--- src/rtl/pcit_pkg.sv ---
package pcit_pkg;
  localparam logic [3:0] CMD_MEM_RD = 4'b0110;
  localparam logic [3:0] CMD_MEM_WR = 4'b0111;
  localparam logic [3:0] CMD_CFG_RD = 4'b1010;
  localparam logic [3:0] CMD_CFG_WR = 4'b1011;
  localparam logic [5:0] CSR_DWORD  = 6'd1;

  typedef enum logic [1:0] {
    S_IDLE  = 2'd0,
    S_ADDR2 = 2'd1,
    S_DEVS  = 2'd2,
    S_DATA  = 2'd3
  } tgt_state_t;
endpackage

--- src/rtl/pcit_parity.sv ---
module pcit_parity #(
  parameter int W = 36
) (
  input  logic [W-1:0] din,
  output logic         odd
);
  assign odd = ^din;
endmodule

--- src/rtl/pcit_err.sv ---
module pcit_err (
  input  logic        clk,
  input  logic        rst,
  input  logic        addr_phase,
  input  logic        wr_xfer,
  input  logic [31:0] ad_in,
  input  logic [3:0]  cbe_n,
  input  logic        par_in,
  input  logic        cfg_wr,
  input  logic [31:0] wdata,
  input  logic [3:0]  be,
  output logic        perr_n,
  output logic        serr_n,
  output logic [31:0] cfg_word
);
  logic pnow, pq, apend_q, dpend_q;
  logic perr_en_q, serr_en_q, dpe_q, sse_q;
  logic aerr, derr;

  pcit_parity #(.W(36)) u_par (.din({ad_in, cbe_n}), .odd(pnow));

  assign aerr = apend_q && (pq != par_in);
  assign derr = dpend_q && (pq != par_in);

  always_ff @(posedge clk) begin
    if (rst) begin
      pq <= 1'b0; apend_q <= 1'b0; dpend_q <= 1'b0;
      perr_en_q <= 1'b0; serr_en_q <= 1'b0;
      dpe_q <= 1'b0; sse_q <= 1'b0;
      perr_n <= 1'b1; serr_n <= 1'b1;
    end else begin
      pq      <= pnow;
      apend_q <= addr_phase;
      dpend_q <= wr_xfer;
      perr_n  <= !(derr && perr_en_q);
      serr_n  <= !(aerr && perr_en_q && serr_en_q);
      if (cfg_wr && be[0]) perr_en_q <= wdata[6];
      if (cfg_wr && be[1]) serr_en_q <= wdata[8];
      if (aerr || derr) dpe_q <= 1'b1;
      else if (cfg_wr && be[3] && wdata[31]) dpe_q <= 1'b0;
      if (aerr && perr_en_q && serr_en_q) sse_q <= 1'b1;
      else if (cfg_wr && be[3] && wdata[30]) sse_q <= 1'b0;
    end
  end

  assign cfg_word = {dpe_q, sse_q, 14'd0, 7'd0, serr_en_q, 1'b0, perr_en_q, 6'd0};


  perr_two_after_data_chk: assert property (@(posedge clk) disable iff (rst)
    !perr_n |-> $past(wr_xfer, 2));

  perr_one_clock_chk: assert property (@(posedge clk) disable iff (rst)
    !perr_n |=> perr_n);

  serr_two_after_addr_chk: assert property (@(posedge clk) disable iff (rst)
    !serr_n |-> $past(addr_phase, 2));

  serr_one_clock_chk: assert property (@(posedge clk) disable iff (rst)
    !serr_n |=> serr_n);
endmodule

--- src/rtl/pcit_seq.sv ---
module pcit_seq
  import pcit_pkg::*;
#(
  parameter int          WIN_BITS = 12,
  parameter logic [31:0] MEM_BASE = 32'hABCDE000,
  localparam int         RA_W     = WIN_BITS - 2
) (
  input  logic            clk,
  input  logic            rst,
  input  logic            addr_phase,
  input  logic            irdy_n,
  input  logic            idsel,
  input  logic [31:0]     ad_in,
  input  logic [3:0]      cbe_n,
  input  logic            load_done,
  input  logic [31:0]     reg_rdata,
  input  logic [31:0]     cfg_word,
  output logic            devsel_n,
  output logic            trdy_n,
  output logic            stop_n,
  output logic [31:0]     ad_out,
  output logic            ad_oe,
  output logic            par_out,
  output logic            par_oe,
  output logic [RA_W-1:0] reg_addr,
  output logic [31:0]     reg_wdata,
  output logic [3:0]      reg_be,
  output logic            reg_wr,
  output logic            reg_rd,
  output logic            cfg_wr,
  output logic            wr_xfer
);
  tgt_state_t st;
  logic       is_mem_q, is_wr_q, retry_q;
  logic [5:0] cfg_dw_q;
  logic       mem_hit, cfg_hit, p_rd;
  logic [31:0] rd_mux;

  pcit_parity #(.W(36)) u_rpar (.din({ad_out, cbe_n}), .odd(p_rd));

  always_comb begin
    mem_hit = ((cbe_n == CMD_MEM_RD) || (cbe_n == CMD_MEM_WR)) &&
              (ad_in[31:WIN_BITS] == MEM_BASE[31:WIN_BITS]);
    cfg_hit = idsel && ((cbe_n == CMD_CFG_RD) || (cbe_n == CMD_CFG_WR)) &&
              (ad_in[1:0] == 2'b00);
    if (is_mem_q)                rd_mux = reg_rdata;
    else if (cfg_dw_q == CSR_DWORD) rd_mux = cfg_word;
    else                         rd_mux = 32'd0;
  end

  assign wr_xfer = (st == S_DATA) && !irdy_n && !retry_q && is_wr_q;

  always_ff @(posedge clk) begin
    if (rst) begin
      st <= S_IDLE;
      devsel_n <= 1'b1; trdy_n <= 1'b1; stop_n <= 1'b1;
      ad_out <= 32'd0; ad_oe <= 1'b0; par_out <= 1'b0; par_oe <= 1'b0;
      reg_addr <= '0; reg_wdata <= 32'd0; reg_be <= 4'd0;
      reg_wr <= 1'b0; reg_rd <= 1'b0; cfg_wr <= 1'b0;
      is_mem_q <= 1'b0; is_wr_q <= 1'b0; retry_q <= 1'b0; cfg_dw_q <= 6'd0;
    end else begin
      reg_wr <= 1'b0;
      reg_rd <= 1'b0;
      cfg_wr <= 1'b0;
      par_oe <= 1'b0;
      case (st)
        S_IDLE: begin
          if (addr_phase && (mem_hit || cfg_hit)) begin
            is_mem_q <= mem_hit;
            is_wr_q  <= cbe_n[0];
            retry_q  <= cfg_hit && !load_done;
            reg_addr <= ad_in[WIN_BITS-1:2];
            cfg_dw_q <= ad_in[7:2];
            st       <= S_ADDR2;
          end
        end
        S_ADDR2: begin
          devsel_n <= 1'b0;
          reg_rd   <= is_mem_q && !is_wr_q && !retry_q;
          st       <= S_DEVS;
        end
        S_DEVS: begin
          stop_n <= 1'b0;
          trdy_n <= retry_q;
          if (!is_wr_q && !retry_q) begin
            ad_oe  <= 1'b1;
            ad_out <= rd_mux;
          end
          st <= S_DATA;
        end
        default: begin
          if (!irdy_n) begin
            devsel_n <= 1'b1;
            trdy_n   <= 1'b1;
            stop_n   <= 1'b1;
            ad_oe    <= 1'b0;
            if (!retry_q) begin
              if (is_wr_q) begin
                reg_wdata <= ad_in;
                reg_be    <= ~cbe_n;
                reg_wr    <= is_mem_q;
                cfg_wr    <= !is_mem_q && (cfg_dw_q == CSR_DWORD);
              end else begin
                par_oe  <= 1'b1;
                par_out <= p_rd;
              end
            end
            st <= S_IDLE;
          end
        end
      endcase
    end
  end


  medium_devsel_chk: assert property (@(posedge clk) disable iff (rst)
    $fell(devsel_n) |-> $past(addr_phase, 2));

  stop_after_devsel_chk: assert property (@(posedge clk) disable iff (rst)
    $fell(stop_n) |-> $past(!devsel_n));

  trdy_with_stop_chk: assert property (@(posedge clk) disable iff (rst)
    !trdy_n |-> !stop_n);

  read_par_timing_chk: assert property (@(posedge clk) disable iff (rst)
    par_oe |-> $past(!trdy_n && !irdy_n));
endmodule

--- src/rtl/pci_tgt_ctl.sv ---
module pci_tgt_ctl #(
  parameter int          WIN_BITS = 12,
  parameter logic [31:0] MEM_BASE = 32'hABCDE000,
  localparam int         RA_W     = WIN_BITS - 2
) (
  input  logic            clk,
  input  logic            rst,
  input  logic            frame_n,
  input  logic            irdy_n,
  input  logic            idsel,
  input  logic [31:0]     ad_in,
  input  logic [3:0]      cbe_n,
  input  logic            par_in,
  output logic [31:0]     ad_out,
  output logic            ad_oe,
  output logic            par_out,
  output logic            par_oe,
  output logic            devsel_n,
  output logic            trdy_n,
  output logic            stop_n,
  output logic            perr_n,
  output logic            serr_n,
  input  logic            load_done,
  output logic [RA_W-1:0] reg_addr,
  output logic [31:0]     reg_wdata,
  output logic [3:0]      reg_be,
  output logic            reg_wr,
  output logic            reg_rd,
  input  logic [31:0]     reg_rdata
);
  logic        frame_q, addr_phase, wr_xfer, cfg_wr;
  logic [31:0] cfg_word;

  always_ff @(posedge clk) begin
    if (rst) frame_q <= 1'b1;
    else     frame_q <= frame_n;
  end
  assign addr_phase = !frame_n && frame_q;

  pcit_seq #(.WIN_BITS(WIN_BITS), .MEM_BASE(MEM_BASE)) u_seq (
    .clk(clk), .rst(rst), .addr_phase(addr_phase), .irdy_n(irdy_n),
    .idsel(idsel), .ad_in(ad_in), .cbe_n(cbe_n), .load_done(load_done),
    .reg_rdata(reg_rdata), .cfg_word(cfg_word),
    .devsel_n(devsel_n), .trdy_n(trdy_n), .stop_n(stop_n),
    .ad_out(ad_out), .ad_oe(ad_oe), .par_out(par_out), .par_oe(par_oe),
    .reg_addr(reg_addr), .reg_wdata(reg_wdata), .reg_be(reg_be),
    .reg_wr(reg_wr), .reg_rd(reg_rd), .cfg_wr(cfg_wr), .wr_xfer(wr_xfer)
  );

  pcit_err u_err (
    .clk(clk), .rst(rst), .addr_phase(addr_phase), .wr_xfer(wr_xfer),
    .ad_in(ad_in), .cbe_n(cbe_n), .par_in(par_in),
    .cfg_wr(cfg_wr), .wdata(reg_wdata), .be(reg_be),
    .perr_n(perr_n), .serr_n(serr_n), .cfg_word(cfg_word)
  );
endmodule

--- config.mk ---
export PLATFORM = sky130hd
export DESIGN_NAME = pci_tgt_ctl
export DESIGN_NICKNAME = d
export VERILOG_FILES = /design/src/rtl/pcit_pkg.sv /design/src/rtl/pcit_parity.sv /design/src/rtl/pcit_err.sv /design/src/rtl/pcit_seq.sv /design/src/rtl/pci_tgt_ctl.sv
export SDC_FILE = /design/constraint.sdc
export NUM_CORES = 1
export LEC_CHECK = 0
export BUFFER_PORTS_ARGS = -buffer_cell sky130_fd_sc_hd__buf_4
export CORE_MARGIN = 4
export CORE_UTILIZATION = 48
export DETAILED_ROUTE_END_ITERATION = 8
export PLACE_DENSITY = 0.84
export SLEW_MARGIN = 10
export SYNTH_ARGS = -nofsm -noshare
export SYNTH_HDL_FRONTEND = slang
export SYNTH_SLANG_ARGS = --single-unit
--- constraint.sdc ---
create_clock -name clk -period 2.1 [get_ports clk]
set_clock_uncertainty 0.05 [all_clocks]
set_input_delay 0.105 -clock clk [delete_from_list [all_inputs] [get_ports clk]]
set_output_delay 0.105 -clock clk [all_outputs]
set_load 0.01 [all_outputs]
* Yosys cells after proc, flatten, opt, wreduce, memory -nomap -nowiden
Index checks and enable logic that the tools add are counted.
** Word-level totals
- Word-level logic and storage cells :: 123
- Input port bits :: 75
- Register bits :: 108
** Operators by class
- Bitwise gates (word level) :: 8
- Mux-type cells :: 17
- Eq/ne operators :: 15
- Reduce and logical (&&, ||, !) cells :: 55
** Operator list (count)
- parity 36 bit :: 2
- 2-to-1 mux 32 bit :: 2
- logical AND 1 bit :: 23
- equality test 20 bit, second input constant :: 1
- AND reduction 2 bit :: 5
- equality test 4 x 3 -> 1 bit, second input constant :: 2
- equality test 4 bit, second input constant :: 2
- zero test 1 bit :: 8
- 2-to-1 mux 1 bit :: 8
- != test 2 x 1 -> 1 bit, second input constant :: 4
- case mux 1 bit (2 select lines) :: 4
- AND reduction 4 bit :: 2
- inverter 1 bit :: 7
- OR reduction 7 bit :: 1
- equality test 6 x 1 -> 1 bit, second input constant :: 1
- case mux 2 bit (3 select lines) :: 1
- OR reduction 2 bit :: 3
- OR reduction 6 bit :: 1
- equality test 2 bit, second input constant :: 2
- zero test 2 bit :: 2
- logical OR 1 bit :: 4
- 2-to-1 mux 2 bit :: 2
- != test 4 x 1 -> 1 bit, second input constant :: 1
- inverter 4 bit :: 1
- 5 further kinds :: 6

* Longest topological paths before layout
Gate-level depths: netlist (run 1).
- Depth after elaboration :: 8
- Depth in mapped cells :: 10
- Mapped depth without buffers :: 8

* Hierarchy
Synthesis (run 1) repeated with hierarchy kept, for this count alone.
** Unflattened totals
- Cells, all modules :: 562
- Area, all modules :: 5265.0 um^2
** By module, submodules not included
- pcit_seq :: area each 4056.4 um^2, cells each 427, sequential area each 1841.8 um^2, times used 1
- pcit_parity :: area each 311.5 um^2, cells each 34, sequential area each 0.0 um^2, times used 2
- pcit_err :: area each 550.5 um^2, cells each 64, sequential area each 180.2 um^2, times used 1
- pci_tgt_ctl :: area each 35.0 um^2, cells each 3, sequential area each 20.0 um^2, times used 1

* Least setup slack after synthesis (run 1)
No wires, ideal clock.
- Path kind :: reg2reg
- From :: register u_seq.st[0]
- To :: register u_seq.cfg_dw_q[4]
- Data arrival time :: 1.562 ns
- Buffers on the path :: 2
- Clock period less this slack :: 1.740 ns
- Cell stages (with the launch flop) :: 10
- Slack :: 0.360 ns
- Setup time :: 0.128 ns
- Cells stage by stage :: dfxtp_1 -> inv_1 -> ha_1 -> clkbuf_1 -> nand2_1 -> nor2_1 -> o21ai_2 -> buf_2 -> mux2i_1 -> nor2_1
** On the way
- Word-level cells in the longest chain between the ends :: 2
** Ends and longest elaborated chain
- start, declared :: RTL line pcit_seq.sv:33 : tgt_state_t st;
- start signal, assigned :: RTL line pcit_seq.sv:55 : st <= S_IDLE;
- start signal, assigned :: RTL line pcit_seq.sv:74 : st <= S_ADDR2;
- start signal, assigned :: RTL line pcit_seq.sv:80 : st <= S_DEVS;
- zero test 2 bit :: RTL line pcit_seq.sv:66 : case (st)
- AND reduction 2 bit (no line)
- end signal, assigned :: RTL line pcit_seq.sv:73 : cfg_dw_q <= ad_in[7:2];
- end, declared :: RTL line pcit_seq.sv:35 : logic [5:0] cfg_dw_q;
Every way passes these cells.
A chain may end at the register's enable or synchronous reset.

* Final worst setup path (run 1)
- From :: input port cbe_n[2]
- To :: register u_seq.par_out
** On the way
- Word-level cells in the longest chain between the ends :: 1
** Ends and longest elaborated chain
- start, declared :: RTL line pci_tgt_ctl.sv:12 : input logic [3:0] cbe_n,
- parity 36 bit :: RTL line pcit_parity.sv:7 : assign odd = ^din;
- end signal, assigned :: RTL line pcit_seq.sv:105 : par_out <= p_rd;
- end, declared :: RTL line pcit_seq.sv:23 : output logic par_out,
Every way passes these cells.

==> results of run 1 <==
==> path summary, 6_finish.rpt <==
kind / cells past startpoint / from / slack (ns) / end
min reg2reg: 1 / u_err.dpend_q$_SDFF_PP0_ / 0.35 / u_err.perr_n$_SDFF_PP1_
max reg2reg: 4 / u_seq.cfg_dw_q[4]$_SDFFE_PP0P_ / 0.23 / u_seq.ad_out[8]$_SDFFE_PP0P_
min: 3 / reg_rdata[31] / 0.01 / u_seq.ad_out[31]$_SDFFE_PP0P_
max: 9 / cbe_n[2] / 0.14 / u_seq.par_out$_SDFFE_PP0P_
==> worst max-delay path: stages <==
cell and delay [ns]:
dlygate4sd3_1 0.54, buf_4 0.12, inv_1 0.04, ha_1 0.29
xor2_1 0.31, xnor2_1 0.17, xnor3_1 0.24, xnor2_1 0.15
a211oi_2 0.22
==> routing by layer <==
layer	track usage	wire length [um]
met4	0.0684	210
met5	0	0
met2	0.466	7270
met1	0.301	5460
met3	0.0652	1090
==> Yosys cell counts <==
cell,number
a211oi_1,4
nor3_1,9
nor4_1,3
or4b_2,1
or2_2,1
xnor3_1,1
clkbuf_1,27
nand3b_1,2
nand4_1,2
o22ai_1,1
a21oi_1,68
nor2_1,39
a221oi_1,4
nand3_1,35
nor4_4,1
a211oi_2,1
or3_1,1
xor2_1,8
nand2b_1,3
buf_2,4
ha_1,19
nand2_1,103
o21ai_2,1
nor3b_1,1
o31ai_1,1
o21a_1,1
inv_1,17
mux2i_1,12
nor2b_1,2
xnor2_1,45
o21ai_0,2
dfxtp_1,102
and4_1,2
nor4b_1,1
and3b_1,1
o2111ai_1,1
==> cells in the final DEF (no fill, tap or decap), drive strengths merged <==
cell         Yosys  final
dlygate4sd3      0     64
bufinv           0      2
and3b            1      1
clkinvlp         0      1
clkinv           0      1
nor2            39     39
xnor3            1      1
nand3           35     35
o2111ai          1      1
o21ai            3      3
or2              1      1
o31ai            1      1
o22ai            1      1
nor4b            1      1
nand3b           2      2
clkbuf          27     11
o21a             1      1
nand2          103    103
or4b             1      1
a221oi           4      4
diode            0      1
nand2b           3      3
a21oi           68     68
xnor2           45     45
ha              19     19
inv             17     18
nor2b            2      2
nand4            2      2
xor2             8      8
mux2i           12     12
or3              1      1
a211oi           5      5
nor3b            1      1
and4             2      2
dfxtp          102    102
nor3             9      9
buf              4    171
nor4             4      4
==> cell type report <==
cell class | count | area (um2) | share of cell area
Antenna cell | 1 | 2.50 | 0.000377
Timing Repair Buffer | 235 | 1940 | 0.292
Clock buffer | 11 | 141 | 0.0213
Inverter | 17 | 63.8 | 0.00962
Sequential cell | 102 | 2040 | 0.308
Tap cell | 108 | 135 | 0.0204
Clock inverter | 5 | 81.3 | 0.0123
Multi-Input combinational cell | 376 | 2230 | 0.337
==> where the power goes <==
| part | internal [mW] | switching (mW) | total, mW |
|---|---|---|---|
| combinational | 0.309 | 0.220 | 0.529 |
| clock | 0.708 | 0.666 | 1.37 |
| sequential | 1.95 | 0.00610 | 1.95 |
| total | 2.96 | 0.892 | 3.86 |
==> metrics by stage <==
stage	hold WS [ns]	power [mW]
after global routing	0.0333	4.02
after CTS	0.00498	3.89
after global placement	0.257	2.42
after floorplan	0.151	2.25
after detailed placement	0.264	2.43
final	0.0106	3.86
==> sequential cells by signal, indices dropped and copies added, names as in the netlist, 2 cells and up <==
register         count
u_seq.cfg_dw_q       5
u_seq.reg_addr       5
u_seq.reg_wdata     32
u_seq.st             2
u_seq.reg_be         4
u_seq.ad_out        32
==> cell families after synthesis <==
group	share of synthesized area
XOR/XNOR	0.109
buffers and inverters	0.0416
flip-flops	0.458
multiplexers	0.0270
AO/OA/AOI/OAI	0.105
AND/OR/NAND/NOR	0.206
adder cells (fa/ha/maj)	0.0534
==> timing repair <==
action,in CTS,in global routing
resized for setup,0,0
hold endpoints to repair,76,0
hold buffers,64,0
==> qor.tcl, run 1 <==
set qor(run_status) {finished clean}
set qor(cts_inserted_buffers) 9
set qor(cts_setup_buffers) 0
set qor(first_pass_grt_wire_length_um) 23000
set qor(clkLatencyLatePin_ns) 0.35
set qor(syn-num-nets) 620
set qor(max-cap-violations) 0
set qor(total_number_of_vias) 4463
set qor(synthesis.yosys.warnings) 0
set qor(num_io_pins) 163
set qor(slew_headroom) 0.594
set qor(clock-sinks) 102
set qor(netlist-cell-type-count) 36
set qor(filler_cell_count) 615
set qor(fp-row-count) 34
set qor(tightestPinTransition_ns) 0.608
set qor(post-place-ws_ns) 0.303
set qor(slew_viol_final) 0
set qor(overflow) 0
set qor(ctsHtreeMaxLevel) 3
set qor(post-place-cells) 774
set qor(worst_ir_drop_vdd_v) 0.000385
set qor(routability_driven_placement_congestion_ratio) 0.787
set qor(place_hpwl_um) 9190
set qor(clock.fmax_mhz) 511
set qor(cts.clk_slew.worst_paths_ns) 0.09
set qor(synth_top_cells_by_area) {dfxtp_1 46%, xnor2_1 8.8%, nand2_1 8.7%}
set qor(final_core_utilization) 0.746
set qor(clockRootBuffer) {clkbuf_8}
set qor(drive_gt1_frac) 0.257
set qor(fin_tns_setup_ns) 0
set qor(crit_type) {input port to flop}
set qor(finish.cell_count_without_fillers) 855
set qor(p_per_area_nw_per_um2) 581
set qor(core_um2) 8890
set qor(chipWidth_um) 104
set qor(number_of_antenna_violations_at_the_first_check_in_global_routing) 0
set qor(report.final.setup_viol) 0
set qor(gr_usage_total) 0.258
set qor(ant_nets) 0
set qor(die_area_um2) 10900
set qor(initialDrtViolationCount) 239
set qor(endpoint_type_of_the_worst_setup_path) {flop}
set qor(synth.cell_area_um2) 4460
set qor(hold_class) {input port to flop}
set qor(effective_utilization_at_floorplan) 0.501
set qor(layout.nets) 835
set qor(grt_start_max_net_pins) 59
set qor(syn_to_final_growth_pct) 48.9
set qor(ys_ff_latch) 102
set qor(start_kind) {input port}
set qor(synth_top_cell_area_share) 0.458
set qor(worstPathRequired_ns) 2.32
set qor(dpl-instance-area_um2) 5770
set qor(fin_ws_ns) 0.142
set qor(routed_wirelength_um) 14000
set qor(post-route-period-util) 0.933
set qor(cts-root-to-sink-buffers) 2
set qor(worst-endpoint-arrival_ns) 2.18
set qor(detail_route.drc_violations) 0
set qor(timing_hold_violations_final) 0
set qor(setup_repair_after_global_routing_missed_its_margin) {false}
set qor(die_height_um) 104
set qor(power_leakage_nw) 2.83
set qor(yosys.area.top_type) {dfxtp_1}
set qor(drt_first_pass_iters) 4
set qor(design_area_um2) 6640
set qor(number_of_instances_in_the_synthesized_netlist) 526
set qor(min_period_ns) 1.96
set qor(first_global_vias) 4650
set qor(critPathMaxFanout) 3
set qor(routedWlPerCell_um) 16.4
set qor(tritoncts_clock_tree) {done}
set qor(route.detailed.vias_per_inst) 5.22
set qor(io_buffers) 162
set qor(synth-seq-area-share) 0.458
set qor(synthesis.area_per_instance_um2) 8.47
No activity file was read; power rests on OpenSTA's default activity.
==> run 2, diff against run 1 <==
--- a/config.mk
+++ b/config.mk
@@ -6,6 +6,7 @@
 export NUM_CORES = 1
 export LEC_CHECK = 0
 export BUFFER_PORTS_ARGS = -buffer_cell sky130_fd_sc_hd__buf_4
+export CORE_ASPECT_RATIO = 0.7
 export CORE_MARGIN = 4
 export CORE_UTILIZATION = 48
 export DETAILED_ROUTE_END_ITERATION = 8
==> qor.tcl, run 2 (synthesis gave the netlist of run 1 again) <==
set qor(run_status) {finished clean} ;# unchanged
set qor(cts.clk_slew.worst_paths_ns) 0.07 ;# was 0.09 ns
set qor(worst-endpoint-arrival_ns) 2.22 ;# was 2.18 ns
set qor(routability_driven_placement_congestion_ratio) 0.842 ;# was 0.787
set qor(total_number_of_vias) 4433 ;# was 4463
set qor(critPathMaxFanout) 14 ;# was 3
set qor(num_io_pins) 163 ;# unchanged
set qor(post-route-period-util) 0.949 ;# was 0.933
set qor(routedWlPerCell_um) 16.3 ;# was 16.4 um
set qor(tritoncts_clock_tree) {done} ;# unchanged
set qor(clkLatencyLatePin_ns) 0.34 ;# was 0.35 ns
set qor(worstPathRequired_ns) 2.32 ;# about the same
set qor(met2_usage) 0.432 ;# was 0.466
set qor(syn_to_final_growth_pct) 48.0 ;# was 48.9%
set qor(timing_hold_violations_final) 0 ;# unchanged
set qor(cpMaxStageDelayCell) {dlygate4sd3_1} ;# unchanged
set qor(met1_use_gr) 0.318 ;# was 0.301
set qor(filler_cell_count) 672 ;# was 615
set qor(r2r-start) {u_seq.st[1]$_SDFFE_PP0P_} ;# was u_seq.cfg_dw_q[4]$_SDFFE_PP0P_
set qor(cells_along_the_critical_path) {dlygate4sd3_1 > buf_4 > inv_1 > ha_1 > nand4_1 > nor4_2 > buf_4 > o21ai_2 > buf_4 > nor3_1 > a21oi_1 > nor2_1} ;# was dlygate4sd3_1 > buf_4 > inv_1 > ha_1 > xor2_1 > xnor2_1 > xnor3_1 > xnor2_1 > a211oi_2
set qor(hold_class) {input port to flop} ;# unchanged
set qor(finish.cell_count_without_fillers) 857 ;# was 855
set qor(drive_gt1_frac) 0.263 ;# was 0.257
set qor(io_buffers) 162 ;# unchanged
set qor(p_per_area_nw_per_um2) 624 ;# was 581 nW/um2
set qor(power_leakage_nw) 2.81 ;# was 2.83 nW
set qor(timing.critical_path.max_delay_family) {buffers and inverters} ;# was XOR/XNOR gates
set qor(clock.fmax_mhz) 502 ;# was 511 MHz
set qor(layout.nets) 823 ;# was 835
set qor(overflow) 0 ;# unchanged
set qor(min_period_ns) 1.99 ;# was 1.96 ns
set qor(slew_headroom) 0.512 ;# was 0.594
set qor(endpoint_type_of_the_worst_setup_path) {flop} ;# unchanged
set qor(gr_usage_total) 0.254 ;# was 0.258
set qor(cts-root-to-sink-buffers) 2 ;# unchanged
set qor(first_global_vias) 4374 ;# was 4650
set qor(chipWidth_um) 123 ;# was 104 um
set qor(gr-usage-met3) 0.0722 ;# was 0.0652
set qor(antennaDiodeCount) 0 ;# was 1
set qor(most_common_cell_after_layout_fill_and_taps_aside) {buf_4} ;# unchanged
set qor(cp.buffers_inverters) 5 ;# was 3
set qor(crit_path_end) {u_seq.retry_q$_SDFFE_PP0P_} ;# was u_seq.par_out$_SDFFE_PP0P_
set qor(first_pass_grt_wire_length_um) 21600 ;# was 23000 um
set qor(cpMostUsedCell) {buf_4} ;# was xnor2_1
set qor(clock-sinks) 102 ;# unchanged
set qor(grt_start_max_net_pins) 46 ;# was 59
set qor(report.final.setup_viol) 0 ;# unchanged
set qor(initialDrtViolationCount) 274 ;# was 239
set qor(number_of_antenna_violations_at_the_first_check_in_global_routing) 0 ;# unchanged
set qor(clockRootBuffer) {clkbuf_16} ;# was clkbuf_8
set qor(routed_wirelength_um) 14000 ;# about the same
set qor(design_area_um2) 6590 ;# was 6640 um2
set qor(detail_route.drc_violations) 0 ;# unchanged
set qor(worst-r2r-setup-slack_ns) 0.23 ;# about the same
set qor(drt_first_pass_iters) 5 ;# was 4
set qor(die_area_um2) 10900 ;# about the same
set qor(fp-row-count) 29 ;# was 34
set qor(route.detailed.vias_per_inst) 5.17 ;# was 5.22
set qor(ctsHtreeMaxLevel) 3 ;# unchanged
set qor(tightestPinTransition_ns) 0.721 ;# was 0.608 ns
set qor(dpl-instance-area_um2) 5790 ;# was 5770 um2
set qor(most-common-layout-cells) {172 x buf_4, 103 x nand2_1, 102 x dfxtp_1} ;# was 170 x buf_4, 103 x nand2_1, 102 x dfxtp_1
set qor(biggestRegsByFlops) {u_seq.ad_out (32), u_seq.reg_wdata (32)} ;# unchanged
set qor(worst_ir_drop_vdd_v) 0.000490 ;# was 0.000385 V
set qor(grt_busiest_layer) {met2} ;# unchanged
set qor(slew_viol_final) 0 ;# unchanged
set qor(path_depth) 12 ;# was 9
set qor(critical-path-max-stage-delay_ns) 0.58 ;# was 0.54 ns
set qor(die_height_um) 88.6 ;# was 104 um
set qor(ff2ff_path_depth) 9 ;# was 4
set qor(fin_tns_setup_ns) 0 ;# unchanged
set qor(crit_type) {input port to flop} ;# unchanged
set qor(ant_nets) 0 ;# unchanged
set qor(cts_inserted_buffers) 9 ;# unchanged
set qor(effective_utilization_at_floorplan) 0.491 ;# was 0.501
set qor(place_hpwl_um) 9650 ;# was 9190 um
set qor(max-cap-violations) 0 ;# unchanged
set qor(start_kind) {input port} ;# unchanged
set qor(rr_endpoint) {u_seq.retry_q$_SDFFE_PP0P_} ;# was u_seq.ad_out[8]$_SDFFE_PP0P_
set qor(post-place-cells) 791 ;# was 774
set qor(worst_setup_path_startpoint) {ad_in[20]} ;# was cbe_n[2]
set qor(core_um2) 9070 ;# was 8890 um2
==> run 2: changes by cell type in the layout (fill, tap and decap cells not counted), sizes merged <==
| cell | before | now |
|---|---|---|
| inv | 18 | 17 |
| clkinv | 1 | 2 |
| dlygate4sd3 | 64 | 51 |
| bufinv | 2 | 1 |
| diode | 1 | 0 |
| buf | 171 | 172 |
==> run 2: repair_timing <==
action | 4_1_cts | 5_1_grt
endpoints found under the setup margin | 0 | 1
setup buffers | 0 | 0
resized for setup | 0 | 1
hold buffers | 51 | 0
endpoints found under the hold margin | 58 | 0
==> run 2: stage by stage <==
stage	total power [mW]	utilization	hold WS [ns]	worst slack, ns
floorplan	2.25	-	0.151	0.360
global placement	2.41	0.638	0.261	0.348
detailed placement	2.42	0.638	0.266	0.280
CTS	4.13	0.726	0.000386	0.118
global route	4.26	0.727	0.00752	-0.0304
finish	4.11	0.727	0.00597	0.108
==> run 2: power breakdown <==
group / switching (mW) / internal, mW / leakage (nW)
clock: 0.701 / 0.947 / 0.141
sequential: 0.00705 / 1.95 / 0.822
combinational: 0.215 / 0.294 / 1.85
==> run 2: final cells by class <==
cell class / instances / area (um2) / share of cell area
Sequential cell: 102 / 2040 / 0.310
Inverter: 17 / 63.8 / 0.00968
Clock inverter: 4 / 47.5 / 0.00721
Timing Repair Buffer: 223 / 1800 / 0.273
Clock buffer: 11 / 243 / 0.0368
Tap cell: 124 / 155 / 0.0235
Multi-Input combinational cell: 376 / 2240 / 0.340
==> run 2: worst min-delay path by stage <==
| stage | startpoint | endpoint | slack (ns) | cells after the start |
|---|---|---|---|---|
| floorplan | cbe_n[2] | u_seq.reg_be[2]$_SDFFE_PP0P_ | 0.15 | 1 |
| global placement | cbe_n[3] | u_seq.reg_be[3]$_SDFFE_PP0P_ | 0.26 | 2 |
| detailed placement | cbe_n[3] | u_seq.reg_be[3]$_SDFFE_PP0P_ | 0.27 | 2 |
| CTS | reg_rdata[24] | u_seq.ad_out[24]$_SDFFE_PP0P_ | 0.0004 | 3 |
| global route | reg_rdata[13] | u_seq.ad_out[13]$_SDFFE_PP0P_ | 0.008 | 3 |
| finish | reg_rdata[24] | u_seq.ad_out[24]$_SDFFE_PP0P_ | 0.006 | 3 |
==> run 2: tightest hold or removal path, delay by kind of cell <==
| family | cells | cell delay, ns |
|---|---|---|
| buf+inv | 1 | 0.11 |
| simple gates | 1 | 0.07 |
| compound gates | 1 | 0.06 |
==> run 2: metal layers <==
metal | vias to the layer above | share of wire
met2 | 156 | 0.50
met1 | 2102 | 0.42
li1 | 2152 | -
met4 | 0 | 0.016
met5 | - | 0
met3 | 23 | 0.062
